==> config.mk <==
export PLATFORM = sky130hd
export DESIGN_NAME = irq_entry_seq
export DESIGN_NICKNAME = d
export VERILOG_FILES = /design/src/rtl/irq_seq_pkg.sv /design/src/rtl/irq_seq_ctrl.sv /design/src/rtl/irq_seq_dp.sv /design/src/rtl/irq_entry_seq.sv
export SDC_FILE = /design/constraint.sdc
export NUM_CORES = 1
export LEC_CHECK = 0
export ABC_AREA = 1
export BUFFER_PORTS_ARGS = -buffer_cell sky130_fd_sc_hd__buf_2
export CORE_MARGIN = 2
export CORE_UTILIZATION = 54
export DETAILED_ROUTE_END_ITERATION = 8
export GPL_TIMING_DRIVEN = 0
export PLACE_DENSITY = 0.86
export SLEW_MARGIN = 20
export SYNTH_ARGS = -nofsm -noshare
export SYNTH_HDL_FRONTEND = slang
export SYNTH_SLANG_ARGS = --single-unit
==> constraint.sdc <==
create_clock -name clk -period 4.6 [get_ports clk]
set_input_delay 0 -clock clk [delete_from_list [all_inputs] [get_ports clk]]
set_output_delay 0 -clock clk [all_outputs]
set_load 0.005 [all_outputs]
==> src/rtl/irq_seq_pkg.sv <==
package irq_seq_pkg;
  // Hardware sources handled by the arbiter; slot 3 of the vector table is software.
  localparam int HW_SRC = 3;
  localparam int SLOTS = 4;

  typedef enum logic [1:0] {
    ST_IDLE,
    ST_PUSH,
    ST_POP,
    ST_STOP
  } seqStateT;

  // Strobes from the control to the datapath.
  typedef struct packed {
    logic       snap;      // capture context and vector index
    logic [1:0] vecSel;    // vector slot to use on entry
    logic       push;      // stack write this cycle
    logic       pop;       // stack read this cycle
    logic [1:0] slot;      // context byte: 0 pcLo, 1 pcHi, 2 page, 3 status
    logic       loadEntry; // final push cycle: hand out vector
    logic       loadRet;   // final pop cycle: hand out restored PC/page
  } seqStrobeT;
endpackage

==> src/rtl/irq_seq_ctrl.sv <==
module irq_seq_ctrl
  import irq_seq_pkg::*;
#(
  parameter int NHW = HW_SRC
) (
  input  logic            clk,
  input  logic            rstN,
  input  logic [NHW-1:0]  irqReq,
  input  logic [NHW-1:0]  irqEn,
  input  logic            swIntStb,
  input  logic            retStb,
  input  logic            stopStb,
  output seqStrobeT       strobe,
  output logic            intMask,
  output logic            busy,
  output logic            sleeping
);
  localparam int EXT_IDX = NHW - 1;
  localparam int SW_SLOT = SLOTS - 1;

  seqStateT       state;
  logic [1:0]     cnt;
  logic [NHW-1:0] pend, ready, grant, clr;
  logic [1:0]     grantIdx;
  logic           takeSw, takeRet, takeStop, takeHw;

  // Lowest index wins: isolate the least significant ready bit.
  assign ready = pend & irqEn;
  assign grant = ready & (~ready + {{(NHW-1){1'b0}}, 1'b1});

  always_comb begin
    grantIdx = 2'd0;
    for (int i = NHW - 1; i >= 0; i--) begin
      if (grant[i]) grantIdx = 2'(i);
    end
  end

  assign takeSw   = (state == ST_IDLE) && swIntStb;
  assign takeRet  = (state == ST_IDLE) && retStb && !swIntStb;
  assign takeStop = (state == ST_IDLE) && stopStb && !swIntStb && !retStb;
  assign takeHw   = (state == ST_IDLE) && !swIntStb && !retStb && !stopStb &&
                    !intMask && (|ready);
  assign clr      = takeHw ? grant : '0;

  always_ff @(posedge clk) begin
    if (!rstN) pend <= '0;
    else       pend <= (pend & ~clr) | irqReq;
  end

  always_ff @(posedge clk) begin
    if (!rstN) begin
      state   <= ST_IDLE;
      cnt     <= 2'd0;
      intMask <= 1'b0;
    end else begin
      unique case (state)
        ST_IDLE: begin
          cnt <= 2'd0;
          if (takeSw || takeHw) begin
            state   <= ST_PUSH;
            intMask <= 1'b1;
          end else if (takeRet) begin
            state <= ST_POP;
          end else if (takeStop) begin
            state <= ST_STOP;
          end
        end
        ST_PUSH: begin
          cnt <= cnt + 2'd1;
          if (cnt == 2'd3) state <= ST_IDLE;
        end
        ST_POP: begin
          cnt <= cnt + 2'd1;
          if (cnt == 2'd3) begin
            state   <= ST_IDLE;
            intMask <= 1'b0;
          end
        end
        ST_STOP: begin
          if (irqReq[EXT_IDX]) state <= ST_IDLE;
        end
        default: state <= ST_IDLE;
      endcase
    end
  end

  always_comb begin
    strobe           = '0;
    strobe.snap      = takeSw || takeHw;
    strobe.vecSel    = takeSw ? 2'(SW_SLOT) : grantIdx;
    strobe.push      = (state == ST_PUSH);
    strobe.pop       = (state == ST_POP);
    strobe.slot      = (state == ST_POP) ? ~cnt : cnt;
    strobe.loadEntry = (state == ST_PUSH) && (cnt == 2'd3);
    strobe.loadRet   = (state == ST_POP) && (cnt == 2'd3);
  end

  assign busy     = (state != ST_IDLE);
  assign sleeping = (state == ST_STOP);

  AST_MASK_DURING_PUSH: assert property (@(posedge clk) disable iff (!rstN)
    (state == ST_PUSH) |-> intMask);
  AST_MASKED_NO_HW_ENTRY: assert property (@(posedge clk) disable iff (!rstN)
    (state == ST_IDLE && intMask && !swIntStb) |=> (state != ST_PUSH));
  AST_TOP_PRIORITY: assert property (@(posedge clk) disable iff (!rstN)
    (takeHw && ready[0]) |-> (clr == {{(NHW-1){1'b0}}, 1'b1}));
  AST_SERVICE_CLEARS: assert property (@(posedge clk) disable iff (!rstN)
    (takeHw && ((grant & irqReq) == '0)) |=> ((pend & $past(grant)) == '0));
  AST_WAKE_ON_EXT: assert property (@(posedge clk) disable iff (!rstN)
    (state == ST_STOP && irqReq[EXT_IDX]) |=> (state == ST_IDLE));
  AST_STAY_ASLEEP: assert property (@(posedge clk) disable iff (!rstN)
    (state == ST_STOP && !irqReq[EXT_IDX]) |=> (state == ST_STOP));
endmodule

==> src/rtl/irq_seq_dp.sv <==
module irq_seq_dp
  import irq_seq_pkg::*;
#(
  parameter int          DW       = 8,
  parameter int          PCW      = 14,
  parameter int          PGW      = 6,
  parameter int unsigned VEC_PAGE = 3,
  parameter int unsigned VEC_TOP  = 'h3FF0,
  parameter int unsigned VEC_STEP = 'h10
) (
  input  logic           clk,
  input  logic           rstN,
  input  seqStrobeT      strobe,
  input  logic [PCW-1:0] pcIn,
  input  logic [PGW-1:0] pageIn,
  input  logic [DW-1:0]  statusIn,
  input  logic           spWrEn,
  input  logic [DW-1:0]  spWrData,
  input  logic [DW-1:0]  stkRdata,
  output logic [DW-1:0]  sp,
  output logic           stkWe,
  output logic           stkRe,
  output logic [DW-1:0]  stkAddr,
  output logic [DW-1:0]  stkWdata,
  output logic           pcLoad,
  output logic [PCW-1:0] pcNew,
  output logic [PGW-1:0] pageNew,
  output logic           psLoad,
  output logic [DW-1:0]  psNew
);
  localparam int PCH_W = PCW - DW;

  logic [PCW-1:0]   pcSnap;
  logic [PGW-1:0]   pageSnap;
  logic [DW-1:0]    psSnap;
  logic [1:0]       vecReg;
  logic [PGW-1:0]   pgHold;
  logic [PCH_W-1:0] pchHold;
  logic [PCW-1:0]   vecTab [SLOTS];

  // Vector offsets step down from the top slot by a fixed stride.
  for (genvar g = 0; g < SLOTS; g++) begin : gVec
    assign vecTab[g] = PCW'(VEC_TOP - VEC_STEP * g);
  end

  always_ff @(posedge clk) begin
    if (!rstN)            sp <= '0;
    else if (strobe.push) sp <= sp - 1'b1;
    else if (strobe.pop)  sp <= sp + 1'b1;
    else if (spWrEn)      sp <= spWrData;
  end

  always_ff @(posedge clk) begin
    if (!rstN) begin
      pcSnap   <= '0;
      pageSnap <= '0;
      psSnap   <= '0;
      vecReg   <= '0;
    end else if (strobe.snap) begin
      pcSnap   <= pcIn;
      pageSnap <= pageIn;
      psSnap   <= statusIn;
      vecReg   <= strobe.vecSel;
    end
  end

  always_ff @(posedge clk) begin
    if (!rstN) begin
      pgHold  <= '0;
      pchHold <= '0;
    end else if (strobe.pop) begin
      if (strobe.slot == 2'd2) pgHold  <= stkRdata[PGW-1:0];
      if (strobe.slot == 2'd1) pchHold <= stkRdata[PCH_W-1:0];
    end
  end

  assign stkWe   = strobe.push;
  assign stkRe   = strobe.pop;
  assign stkAddr = strobe.pop ? sp + 1'b1 : sp;

  always_comb begin
    unique case (strobe.slot)
      2'd0:    stkWdata = pcSnap[DW-1:0];
      2'd1:    stkWdata = {{(DW-PCH_W){1'b0}}, pcSnap[PCW-1:DW]};
      2'd2:    stkWdata = {{(DW-PGW){1'b0}}, pageSnap};
      default: stkWdata = psSnap;
    endcase
  end

  assign pcLoad  = strobe.loadEntry || strobe.loadRet;
  assign pcNew   = strobe.loadRet ? {pchHold, stkRdata} : vecTab[vecReg];
  assign pageNew = strobe.loadRet ? pgHold : PGW'(VEC_PAGE);
  assign psLoad  = strobe.pop && (strobe.slot == 2'd3);
  assign psNew   = stkRdata;

  AST_NO_RW_CLASH: assert property (@(posedge clk) disable iff (!rstN)
    !(strobe.push && strobe.pop));
  AST_PUSH_DESCENDS: assert property (@(posedge clk) disable iff (!rstN)
    strobe.push |=> (sp == $past(sp) - 1'b1));
  AST_POP_ASCENDS: assert property (@(posedge clk) disable iff (!rstN)
    strobe.pop |=> (sp == $past(sp) + 1'b1));
  AST_SP_LOAD: assert property (@(posedge clk) disable iff (!rstN)
    (spWrEn && !strobe.push && !strobe.pop) |=> (sp == $past(spWrData)));
endmodule

==> src/rtl/irq_entry_seq.sv <==
module irq_entry_seq
  import irq_seq_pkg::*;
#(
  parameter int          DW       = 8,
  parameter int          PCW      = 14,
  parameter int          PGW      = 6,
  parameter int          NHW      = HW_SRC,
  parameter int unsigned VEC_PAGE = 3,
  parameter int unsigned VEC_TOP  = 'h3FF0,
  parameter int unsigned VEC_STEP = 'h10
) (
  input  logic           clk,
  input  logic           rstN,
  input  logic [NHW-1:0] irqReq,
  input  logic [NHW-1:0] irqEn,
  input  logic           swIntStb,
  input  logic           retStb,
  input  logic           stopStb,
  input  logic [PCW-1:0] pcIn,
  input  logic [PGW-1:0] pageIn,
  input  logic [DW-1:0]  statusIn,
  input  logic           spWrEn,
  input  logic [DW-1:0]  spWrData,
  input  logic [DW-1:0]  stkRdata,
  output logic           busy,
  output logic           sleeping,
  output logic           intMask,
  output logic [DW-1:0]  sp,
  output logic           stkWe,
  output logic           stkRe,
  output logic [DW-1:0]  stkAddr,
  output logic [DW-1:0]  stkWdata,
  output logic           pcLoad,
  output logic [PCW-1:0] pcNew,
  output logic [PGW-1:0] pageNew,
  output logic           psLoad,
  output logic [DW-1:0]  psNew
);
  seqStrobeT strobe;

  irq_seq_ctrl #(.NHW(NHW)) uCtrl (
    .clk(clk), .rstN(rstN), .irqReq(irqReq), .irqEn(irqEn),
    .swIntStb(swIntStb), .retStb(retStb), .stopStb(stopStb),
    .strobe(strobe), .intMask(intMask), .busy(busy), .sleeping(sleeping)
  );

  irq_seq_dp #(
    .DW(DW), .PCW(PCW), .PGW(PGW),
    .VEC_PAGE(VEC_PAGE), .VEC_TOP(VEC_TOP), .VEC_STEP(VEC_STEP)
  ) uDp (
    .clk(clk), .rstN(rstN), .strobe(strobe),
    .pcIn(pcIn), .pageIn(pageIn), .statusIn(statusIn),
    .spWrEn(spWrEn), .spWrData(spWrData), .stkRdata(stkRdata),
    .sp(sp), .stkWe(stkWe), .stkRe(stkRe), .stkAddr(stkAddr),
    .stkWdata(stkWdata), .pcLoad(pcLoad), .pcNew(pcNew),
    .pageNew(pageNew), .psLoad(psLoad), .psNew(psNew)
  );
endmodule

==> results by group, run 1 <==
Synthesis
  • Synth cell types: 30
  • #FFs+latches synth: 58
  • Post-Syn Area: 3190 µm²
  • Post-Syn Area per Cell: 6.71 µm²
  • Mapped Nets: 539
  • Yosys warning count: 0
  • Sequential area share after synthesis: 36.4%
  • Mapped Cells: 475

CTS
  • Clk Latency, worst-skew pair: 350 ps
  • Clock tree buffer depth: 2
  • CTS sink cnt: 58
  • CTS tree: yes
  • CTS H-Tree Depth: 3
  • PostCTS Resize Cnt: 0
  • Root buffer cell: clkbuf_8
  • Worst-path clk slew: 80 ps
  • CTS buffer count: 9

Timing
  • Worst Max-Slew Pin Slew: 536 ps
  • Clock period minus worst slack: 2430 ps
  • Slew HR: 64.1%
  • Final setup fails: 0
  • Fmax: 412 MHz
  • Hold Fails Final Rpt: 0
  • Final Cycle Share: 52.7%
  • Setup TNS: 0 ps
  • Fin. max-slew vios: 0
  • Skew final: 13.0 ps
  • RSZ-0062 raised after global routing: false

Worst setup path
  • CP Capture Type: output pin
  • WS Path Type: reg -> out
  • Arr. time, crit path: 2430 ps
  • CP peak stage delay: 420 ps
  • Crit Path Max Fanout: 10
  • CP Cell Sequence: inv_1, ha_1, buf_4, nand2_1, clkbuf_1, inv_1, o21ai_0, buf_2
  • Critical path required time: 4600 ps
  • Most Frequent Cell on Critical Path: inv_1
  • CP Launch Type: flop
  • Crit-path slowest cell: dfxtp_1

Min path
  • Worst hold-check path type: in -> reg

Placed design
  • Placer Congestion: 0.920
  • Detailed Place HPWL: 6630 µm
  • Port-buffer cells: 114
  • Placed cell count: 661

Cells and area
  • Layout area overhead: 39.3%
  • Layout net count: 705
  • Diodes inserted: 0
  • Fraction of layout cells with a size suffix above 1: 26.3%
  • Register area: 1160 µm²
  • Area of the multi-input gates: 1690 µm²
  • Post-Layout Cell Count: 718
  • Filler instances: 402

Drt
  • Drt first pass iters: 5
  • Vias per cell: 5.52
  • WL met3: 935 µm
  • Routed WL: 10300 µm
  • Vias: 3963
  • WL met1: 3990 µm
  • Detailed Route Iter0 Violations: 344
  • Top Layer Used: met4
  • Detail Route Antenna Nets: 0
  • WL met2: 5070 µm
  • Drt wl/cell: 14.4 µm
  • Drc violations: 0

Global route
  • Antenna violations before repair: 0
  • Aggregate global-route resource usage: 32.1%
  • Vias in the first global route: 3651
  • Pin count of the biggest net entering global routing: 11
  • First-pass GRT wire length: 16200 µm
  • GR Overflow Total: 0

Floorplanning
  • Die area: 6530 µm²
  • Die H: 80.8 µm
  • FP Rows: 27
  • Die Width: 80.8 µm
  • Core box area: 5610 µm²
  • IO Pins: 115
  • Starting Density: 56.8%

Outcome
  • Status: complete, no violations

Power
  • Maximum vdd ir drop: 0.305 mV
  • Leakage power: 2.10 nW
  • PwrDens: 486 nW/µm²

Job
  • Max_cap viols: 0
-- kinds of logic after synthesis --
group / after synthesis / synth area share [%]
AO/OA/AOI/OAI: 106 / 17.2
XOR/XNOR: 2 / 0.786
adder cells (fa/ha/maj): 8 / 3.14
buffers and inverters: 71 / 10.5
flip-flops: 58 / 36.4
AND/OR/NAND/NOR: 230 / 31.9
-- flip-flops by register name (all words and copies together), names as in the netlist, 3 cells and up --
register      flops
uDp.pcSnap       14
uDp.pgHold        6
uDp.sp            8
uDp.psSnap        8
uCtrl.pend        3
uDp.pchHold       6
uDp.pageSnap      6
-- critical path, delay by kind of cell (launching register included) --
family / cells / cell delay, ps
simple gates: 1 / 90
compound gates: 1 / 330
fa+ha+maj: 1 / 260
buf+inv: 5 / 970
flops: 1 / 420
-- worst paths after layout --
| check | start | slack [ps] | to | cells past startpoint |
|---|---|---|---|---|
| min reg2reg | uDp.pgHold[4] | 450 | uDp.pgHold[4] | 2 |
| max | uCtrl.state[0] | 2170 | pcNew[5] | 8 |
| max reg2reg | uCtrl.state[0] | 2620 | uDp.sp[5] | 9 |
| min | rstN | 40 | uDp.sp[5] | 5 |
-- layout by cell type, fill, tap and decap left out, drive strengths merged, types with 11 or more instances in the layout --
master and n:
a21oi 57, nand2 115, o21ai 43, buf 136, dfxtp 58, clkbuf 22, inv 39, nand3 51
dlygate4sd3 41, nor2 42, or2 11
-- layout make-up --
type	count	area share, %
clock inverter	4	0.592
sequential	58	26.2
timing repair buffer	155	22.1
tap	72	2.03
inverter	39	3.30
multi-input combinational	346	38.1
buffer	32	4.26
clock buffer	12	3.50
-- synthesized netlist by cell type (all sizes together) --
library cell / count / area, µm²
a211oi: 1 / 7.51
a21oi: 57 / 285
a22o: 2 / 17.5
a31oi: 1 / 6.26
buf: 22 / 150
clkbuf: 10 / 38.8
dfxtp: 58 / 1160
ha: 8 / 100
inv: 39 / 146
nand2: 115 / 434
nand3: 51 / 268
nand4: 8 / 50.1
nor2: 42 / 168
nor3: 3 / 26.3
o211a: 1 / 10.0
o21ai: 43 / 215
o21bai: 1 / 7.51
or2: 11 / 68.8
xnor2: 1 / 16.3
xor2: 1 / 8.76
-- layer usage --
layer / global-route usage (%) / vias up
met3: 7.33 / 39
met4: 14.6 / 0
li1: - / 1888
met5: 0 / -
met1: 37.3 / 1798
met2: 56.3 / 238
-- report_power, final --
group          switching [mW]  internal, mW  total (mW)
sequential             0.0831         0.608       0.691
clock                   0.212         0.224       0.436
combinational           0.637         0.393        1.03
total                   0.932          1.22        2.16
-- timing repair --
action	in CTS	in global routing
hold endpoints to repair	45	0
hold buffers	41	0
buffers inserted	0	0
-- through the flow --
step                      utilization, %  instance area [µm²]  hold slack [ps]  total power, mW  worst slack, ps
after floorplan                        -                 3190             80.8             1.34             3050
after global placement              68.6                 3850              240             1.63             2710
after detailed placement            68.6                 3850              244             1.67             2680
after CTS                           79.1                 4440             39.8             2.12             2210
after global routing                79.1                 4440             70.2             2.30             2010
final                               79.1                 4440             38.6             2.16             2170
Note: power is estimated with default switching activity, not from simulation.
==> inputs of run 2 (changes only) <==
--- a/config.mk
+++ b/config.mk
@@ -5,13 +5,13 @@
 export SDC_FILE = /design/constraint.sdc
 export NUM_CORES = 1
 export LEC_CHECK = 0
-export ABC_AREA = 1
+export ABC_AREA = 0
 export BUFFER_PORTS_ARGS = -buffer_cell sky130_fd_sc_hd__buf_2
 export CORE_MARGIN = 2
-export CORE_UTILIZATION = 54
+export CORE_UTILIZATION = 45
 export DETAILED_ROUTE_END_ITERATION = 8
 export GPL_TIMING_DRIVEN = 0
-export PLACE_DENSITY = 0.86
+export PLACE_DENSITY = 0.76
 export SLEW_MARGIN = 20
 export SYNTH_ARGS = -nofsm -noshare
 export SYNTH_HDL_FRONTEND = slang
==> constraint.sdc (replaced) <==
create_clock -name clk -period 2.14 [get_ports clk]
set_input_delay 0 -clock clk [delete_from_list [all_inputs] [get_ports clk]]
set_output_delay 0 -clock clk [all_outputs]
set_load 0.005 [all_outputs]
==> run 2 against run 1 <==
Against the previous run: register-to-register slack worse by 2500 ps; cell count is 7.8% lower; via count is 12% lower; critical endpoint is now uCtrl.intMask.
==> results by group, run 2 <==
Cells and area
  • Post-Layout Cell Count: 662 (was 718)
  • Utilization after layout: 66.7% (was 79.1%)
  • Largest register FFs: 14 (unchanged)
  • Layout net count: 622 (was 705)
  • Fraction of layout cells with a size suffix above 1: 40.0% (was 26.3%)
  • Diodes inserted: 0 (unchanged)
  • Biggest regs: uDp.pcSnap x14, uDp.psSnap x8, uDp.sp x8 (unchanged)
  • Post-route cell area: 4790 µm² (was 4440 µm²)
  • Biggest register: uDp.pcSnap (unchanged)
  • Layout area overhead: 45.7% (was 39.3%)
  • Most frequent cells in the layout: buf_2, nand2_1, dfxtp_1, dlygate4sd3_1, nor2_1 (was buf_2, nand2_1, dfxtp_1, a21oi_1, nand3_1)
  • Commonest non-fill, non-tap cell in the layout: buf_2 (unchanged)
  • Filler instances: 596 (was 402)

Floorplanning
  • Die Width: 89.5 µm (was 80.8 µm)
  • Die area: 8000 µm² (was 6530 µm²)
  • Starting Density: 45.8% (was 56.8%)
  • FP Rows: 31 (was 27)
  • Die H: 89.5 µm (was 80.8 µm)
  • Core box area: 7180 µm² (was 5610 µm²)
  • IO Pins: 115 (unchanged)

Drt
  • Drc violations: 0 (unchanged)
  • Routed WL: 9660 µm (was 10300 µm)
  • Detail Route Antenna Nets: 0 (unchanged)
  • Vias: 3488 (was 3963)
  • Detailed Route Iter0 Violations: 119 (was 344)
  • Vias per cell: 5.27 (was 5.52)
  • Drt first pass iters: 5 (unchanged)
  • Drt wl/cell: 14.6 µm (was 14.4 µm)

Timing
  • Hold Fails Final Rpt: 0 (unchanged)
  • Final Cycle Share: 96.4%
  • RSZ-0062 raised after global routing: true (was false)
  • Setup TNS: 0 ps (unchanged)
  • Slew HR: 42.9% (was 64.1%)
  • Fin. max-slew vios: 0 (unchanged)
  • Worst Max-Slew Pin Slew: 857 ps (was 536 ps)
  • Final setup fails: 0 (unchanged)
  • Skew final: 6.83 ps (was 13.0 ps)
  • Clock period minus worst slack: 2060 ps
  • Fmax: 485 MHz

Placed design
  • Placer Congestion: 0.873 (was 0.920)
  • Detailed Place HPWL: 6610 µm (was 6630 µm)
  • Port-buffer cells: 114 (unchanged)
  • Placed inst area: 3980 µm² (was 3850 µm²)
  • Placed cell count: 598 (was 661)

Power
  • Leakage power: 2.17 nW (was 2.10 nW)
  • PwrDens: 1060 nW/µm² (was 486 nW/µm²)
  • Total power: 5.09 mW (was 2.16 mW)
  • Maximum vdd ir drop: 0.580 mV (was 0.305 mV)

Synthesis
  • Yosys warning count: 0 (unchanged)
  • Mapped Nets: 449 (was 539)
  • Commonest cells post-synth: dfxtp_1, nand2_1, nor2_1 (was nand2_1, dfxtp_1, a21oi_1)
  • Mapped Cells: 385 (was 475)
  • Asr flop ratio synth: 0% (unchanged)
  • Share of the synthesized area in the top cell type: 35.3% (was 36.4%)
  • Ys flop type: dfxtp_1 (unchanged)
  • Cell with the most instances after synthesis: dfxtp_1 (was nand2_1)
  • Ranking of synthesized cells by area: dfxtp_1, nand2_1, mux2i_1, a21oi_2, mux4_2 (was dfxtp_1, nand2_1, a21oi_1, nand3_1, o21ai_0)
  • Post-Syn Area: 3290 µm² (was 3190 µm²)
  • Sequential area share after synthesis: 35.3% (was 36.4%)
  • Synth cell types: 53 (was 30)
  • Yosys top cell by area: dfxtp_1 (unchanged)
  • Post-synth EDFFs: 0 (unchanged)
  • Post-Syn Area per Cell: 8.53 µm² (was 6.71 µm²)
  • #FFs+latches synth: 58 (unchanged)

Worst setup path
  • Delay-heaviest family, CP: simple AND/OR/NAND/NOR gates (was buffers and inverters)
  • CP peak stage delay: 460 ps (was 420 ps)
  • Arr. time, crit path: 2320 ps (was 2430 ps)
  • WP buf/inv: 2 (was 5)
  • Crit-path slowest cell: or4b_4 (was dfxtp_1)
  • Crit Path Max Fanout: 6 (was 10)
  • R2r endpoint: uCtrl.intMask (was uDp.sp[5])
  • CP Capture Type: flop (was output pin)
  • Reg2reg start: uCtrl.state[0] (unchanged)
  • Critical path required time: 2400 ps (was 4600 ps)
  • CP Cell Sequence: inv_2, ha_4, or4b_4, buf_6, or3_4, a211o_1, a21oi_2 (was inv_1, ha_1, buf_4, nand2_1, clkbuf_1, inv_1, o21ai_0, buf_2)
  • Path depth of the worst reg2reg path: 7 (was 9)
  • Reg2reg setup slack: 80 ps (was 2620 ps)
  • WS Path Type: reg -> reg (was reg -> out)
  • CP Launch Type: flop (unchanged)
  • CP Launch Point: uCtrl.state[0] (unchanged)

Min path
  • Worst hold-check path type: in -> reg (unchanged)
  • Worst Hold Path Cells: 3 (was 5)
  • Hold EP: uDp.sp[0] (was uDp.sp[5])
  • Min-delay src: spWrData[0] (was rstN)

Outcome
  • Status: complete, no violations (unchanged)

Global route
  • Antenna violations before repair: 0 (unchanged)
  • First-pass GRT wire length: 15300 µm (was 16200 µm)
  • Aggregate global-route resource usage: 24.6% (was 32.1%)
  • Pin count of the biggest net entering global routing: 12 (was 11)
  • GR Overflow Total: 0 (unchanged)
  • Vias in the first global route: 3319 (was 3651)

CTS
  • Clock tree buffer depth: 2 (unchanged)
  • CTS sink cnt: 58 (unchanged)
  • Root buffer cell: clkbuf_8 (unchanged)
  • Worst-path clk slew: 70 ps (was 80 ps)
  • Clk Latency, worst-skew pair: 330 ps (was 350 ps)
  • CTS H-Tree Depth: 3 (unchanged)
  • CTS tree: yes (unchanged)
  • CTS buffer count: 9 (unchanged)

Job
  • Max_cap viols: 0 (unchanged)
[run 2: cell types whose count changed after synthesis, sizes merged, moves of 15 or more]
cell and change:
inv -28, nand3 -48, nand2 -40, o21ai -35, mux2i +19, a21oi -15
[run 2: metal layers]
metal	track usage (%)	part of all wire, %	wire length (µm)	vias up
met3	5.17	7.3	703	15
met4	7.73	1.6	150	0
met5	0	0	0	-
li1	-	-	-	1670
met2	44.6	51	4970	173
met1	28.9	40	3840	1630
[run 2: worst max-delay path by stage]
stage                                 end  slack (ps)  cells after the start
after global placement        stkWdata[2]        -310                      6
final                       uCtrl.intMask          80                      7
after global routing          stkWdata[2]          -3                      7
after detailed placement      stkWdata[2]        -380                      6
after floorplan           uDp.pageSnap[3]         140                      9
after CTS                 uDp.pageSnap[5]          40                      9
[run 2: stage by stage]
stage          setup WS, ps  hold WS, ps
6_report               77.1         21.7
5_1_grt               -2.67         11.0
4_1_cts                38.3         8.40
3_5_place_dp           -378          216
3_3_place_gp           -308          213
2_1_floorplan           140         80.8
[run 2: timing repair]
item	4_1_cts	5_1_grt
buffers inserted	8	0
hold buffers	41	0
pin swaps	2	1
gates cloned	0	0
setup endpoints to repair	44	39
gates resized for setup	17	11
endpoints found under the hold margin	47	0
[run 2: cells by family after synthesis]
group                    share of synthesized area [%]
AO/OA/AOI/OAI                                     18.5
XOR/XNOR                                          2.67
adder cells (fa/ha/maj)                           3.05
buffers and inverters                             6.89
flip-flops                                        35.3
multiplexers                                      9.90
AND/OR/NAND/NOR                                   23.7
[run 2: tightest hold or removal path: cells and delay by family]
| family | cells | cell delay, ps |
|---|---|---|
| AO/OA/AOI/OAI | 2 | 190 |
| buffers and inverters | 1 | 100 |
[run 2: cell type report]
class / count / area [µm²] / area share [%]
inverters: 11 / 41.3 / 0.862
plain buffers: 34 / 206 / 4.31
repair buffers: 163 / 1050 / 22.0
multi-input cells: 281 / 1980 / 41.3
flip-flops and latches: 58 / 1170 / 24.4
well taps: 99 / 124 / 2.59
clock inverters: 7 / 93.8 / 1.96
clock buffers: 9 / 124 / 2.59
[run 2: report_power, final]
part / switching (mW) / internal (mW) / total (mW)
Combinational: 1.29 / 1.17 / 2.45
Sequential: 0.215 / 1.30 / 1.52
Clock: 0.461 / 0.653 / 1.11
Total: 1.96 / 3.13 / 5.09
==> inputs of run 3 (changes only) <==
--- a/config.mk
+++ b/config.mk
@@ -10,8 +10,9 @@
 export CORE_MARGIN = 2
 export CORE_UTILIZATION = 45
 export DETAILED_ROUTE_END_ITERATION = 8
-export GPL_TIMING_DRIVEN = 0
+export GPL_TIMING_DRIVEN = 1
 export PLACE_DENSITY = 0.76
+export REMOVE_ABC_BUFFERS = 1
 export SLEW_MARGIN = 20
 export SYNTH_ARGS = -nofsm -noshare
 export SYNTH_HDL_FRONTEND = slang
==> run 3 against run 2 <==
Against the previous run: non-clock buffer count is 33 lower; hold slack worse by 10 ps; core utilization is 4.1 points lower.
==> results by group, run 3 (same netlist as run 2, synthesis figures left out) <==
CTS
  • CTS tree: yes (unchanged)
  • Clk Latency, worst-skew pair: 330 ps (about the same)
  • Post-CTS setup buffers: 0 (was 8)
  • CTS H-Tree Depth: 3 (unchanged)
  • CTS sink cnt: 58 (unchanged)
  • Worst-path clk slew: 70 ps (about the same)
  • Clock tree buffer depth: 2 (unchanged)
  • CTS buffer count: 9 (unchanged)
  • Root buffer cell: clkbuf_8 (unchanged)

Timing
  • Hold Fails Final Rpt: 0 (unchanged)
  • Slew HR: 47.0% (was 42.9%)
  • Clock period minus worst slack: 2060 ps (about the same)
  • Fin. max-slew vios: 0 (unchanged)
  • Setup TNS: 0 ps (unchanged)
  • Worst Max-Slew Pin Slew: 795 ps (was 857 ps)
  • Skew final: 7.67 ps (was 6.83 ps)
  • Fin Hold WS: 11.6 ps (was 21.7 ps)
  • Final Cycle Share: 96.5% (was 96.4%)
  • Final setup fails: 0 (unchanged)
  • RSZ-0062 raised after global routing: false (was true)
  • Fmax: 484 MHz (was 485 MHz)

Floorplanning
  • Die Width: 89.5 µm (unchanged)
  • FP Rows: 31 (unchanged)
  • Core box area: 7180 µm² (unchanged)
  • Die H: 89.5 µm (unchanged)
  • Die area: 8000 µm² (unchanged)
  • Starting Density: 45.8% (unchanged)
  • IO Pins: 115 (unchanged)

Outcome
  • Status: complete, no violations (unchanged)

Power
  • Total power: 4.57 mW (was 5.09 mW)
  • Net switching share of the total power: 38.9% (was 38.6%)
  • Maximum vdd ir drop: 0.460 mV (was 0.580 mV)
  • Cell Int Power: 2.79 mW (was 3.13 mW)
  • Combinational share of power: 46.2% (was 48.2%)
  • PwrDens: 1020 nW/µm² (was 1060 nW/µm²)
  • Sequential power share: 34.3% (was 29.9%)
  • Leakage power: 2.06 nW (was 2.17 nW)
  • Clock share of power: 19.4% (was 21.9%)
  • Sw Pwr: 1.78 mW (was 1.96 mW)

Placed design
  • Placed cell count: 575 (was 598)
  • Placed inst area: 3910 µm² (was 3980 µm²)
  • Detailed Place HPWL: 5760 µm (was 6610 µm)
  • Port-buffer cells: 114 (unchanged)
  • Placer Congestion: 0.894 (was 0.873)

Drt
  • Vias per cell: 5.20 (was 5.27)
  • WL met1: 3690 µm (was 3840 µm)
  • Routed WL: 8670 µm (was 9660 µm)
  • Drc violations: 0 (unchanged)
  • Top Layer Used: met4 (unchanged)
  • WL met3: 559 µm (was 703 µm)
  • Drt wl/cell: 13.8 µm (was 14.6 µm)
  • Detailed Route Iter0 Violations: 121 (was 119)
  • Vias: 3263 (was 3488)
  • Detail Route Antenna Nets: 0 (unchanged)
  • Drt first pass iters: 4 (was 5)
  • WL met2: 4240 µm (was 4970 µm)

Cells and area
  • Post-route cell area: 4500 µm² (was 4790 µm²)
  • Biggest regs: uDp.pcSnap x14, uDp.psSnap x8, uDp.sp x8 (unchanged)
  • Most frequent cells in the layout: buf_2, dfxtp_1, nand2_1, dlygate4sd3_1, nor2_1 (was buf_2, nand2_1, dfxtp_1, dlygate4sd3_1, nor2_1)
  • Fraction of layout cells with a size suffix above 1: 38.8% (was 40.0%)
  • Filler instances: 612 (was 596)
  • Commonest non-fill, non-tap cell in the layout: buf_2 (unchanged)
  • Diodes inserted: 0 (unchanged)
  • Biggest register: uDp.pcSnap (unchanged)
  • Post-Layout Cell Count: 628 (was 662)
  • Layout net count: 589 (was 622)
  • Largest register FFs: 14 (unchanged)
  • Layout area overhead: 36.8% (was 45.7%)

Worst setup path
  • CP Launch Type: flop (unchanged)
  • Reg2reg setup slack: 100 ps (was 80 ps)
  • Critical path required time: 2140 ps (was 2400 ps)
  • Critical Path Sink: stkWdata[1] (was uCtrl.intMask)
  • Reg2reg start: uCtrl.state[0] (unchanged)
  • Path depth of the worst reg2reg path: 6 (was 7)
  • Arr. time, crit path: 2060 ps (was 2320 ps)
  • CP peak stage delay: 520 ps (was 460 ps)
  • R2r endpoint: uCtrl.intMask (unchanged)
  • CP Cell Sequence: buf_4, ha_4, xor2_1, buf_6, mux4_2, buf_2 (was inv_2, ha_4, or4b_4, buf_6, or3_4, a211o_1, a21oi_2)
  • CP Capture Type: output pin (was flop)
  • Crit Path Max Fanout: 8 (was 6)
  • WS Path Type: reg -> out (was reg -> reg)
  • CP Launch Point: uCtrl.state[1] (was uCtrl.state[0])
  • Crit-path slowest cell: mux4_2 (was or4b_4)

Job
  • Max_cap viols: 0 (unchanged)

Global route
  • Pin count of the biggest net entering global routing: 39 (was 12)
  • Antenna violations before repair: 0 (unchanged)
  • Aggregate global-route resource usage: 22.3% (was 24.6%)
  • Vias in the first global route: 2985 (was 3319)
  • First-pass GRT wire length: 13900 µm (was 15300 µm)
  • GR Overflow Total: 0 (unchanged)

Min path
  • Worst hold-check path type: in -> reg (unchanged)
  • Min-delay src: spWrData[1] (was spWrData[0])
run 3: cell types whose count changed in the layout (fill, tap and decap cells not counted), sizes merged:
cell         change
clkbuf          -16
buf             -11
dlygate4sd3      -3
bufinv           -2
clkinvlp         -2
run 3: how the worst min path moves through the flow:
| stage | end | slack (ps) | cells after the start |
|---|---|---|---|
| 6_report | uDp.sp[1] | 10 | 4 |
| 4_1_cts | uDp.sp[4] | 2 | 3 |
| 3_5_place_dp | psNew[6] | 180 | 2 |
| 5_1_grt | uDp.sp[3] | 20 | 3 |
| 2_1_floorplan | psNew[0] | 0 | 0 |
| 3_3_place_gp | psNew[6] | 180 | 2 |
run 3: cell type report:
class | instances | area (µm²) | share of cell area, %
multi-input cells | 281 | 1930 | 42.9
flip-flops and latches | 58 | 1160 | 25.8
repair buffers | 164 | 1070 | 23.8
clock buffers | 12 | 155 | 3.45
well taps | 99 | 124 | 2.76
inverters | 11 | 41.3 | 0.918
clock inverters | 3 | 15.0 | 0.334
run 3: layer usage:
metal  track usage, %  up-vias
met2             38.4      128
met1             26.4     1515
met4             8.55        0
met5                0        -
met3             6.28       14
li1                 -     1606
run 3: metrics by stage:
stage          utilization (%)  worst slack [ps]
2_1_floorplan                -              -300
3_3_place_gp              54.5               121
3_5_place_dp              54.5              40.7
4_1_cts                   62.4             -25.3
5_1_grt                   62.7             0.203
6_report                  62.7              75.4
run 3: critical path, delay by kind of cell, from the launching register on:
kind,cells,cell delay (ps)
adder cells (fa/ha/maj),1,190
XOR/XNOR,1,190
flip-flops,1,350
buffers and inverters,3,480
multiplexers,1,520
run 3: what timing repair did:
item,CTS,global route
hold endpoints to repair,44,0
setup endpoints to repair,16,35
hold buffers,38,0
resized for setup,3,4
run 3: power by group through the flow:
stage	clock, mW	combinational, mW	sequential (mW)
after global routing	0.961	2.37	1.61
after global placement	0	1.97	1.57
after detailed placement	0	2.02	1.58
after CTS	0.909	2.09	1.56
final	0.889	2.12	1.57
after floorplan	0	1.26	1.54
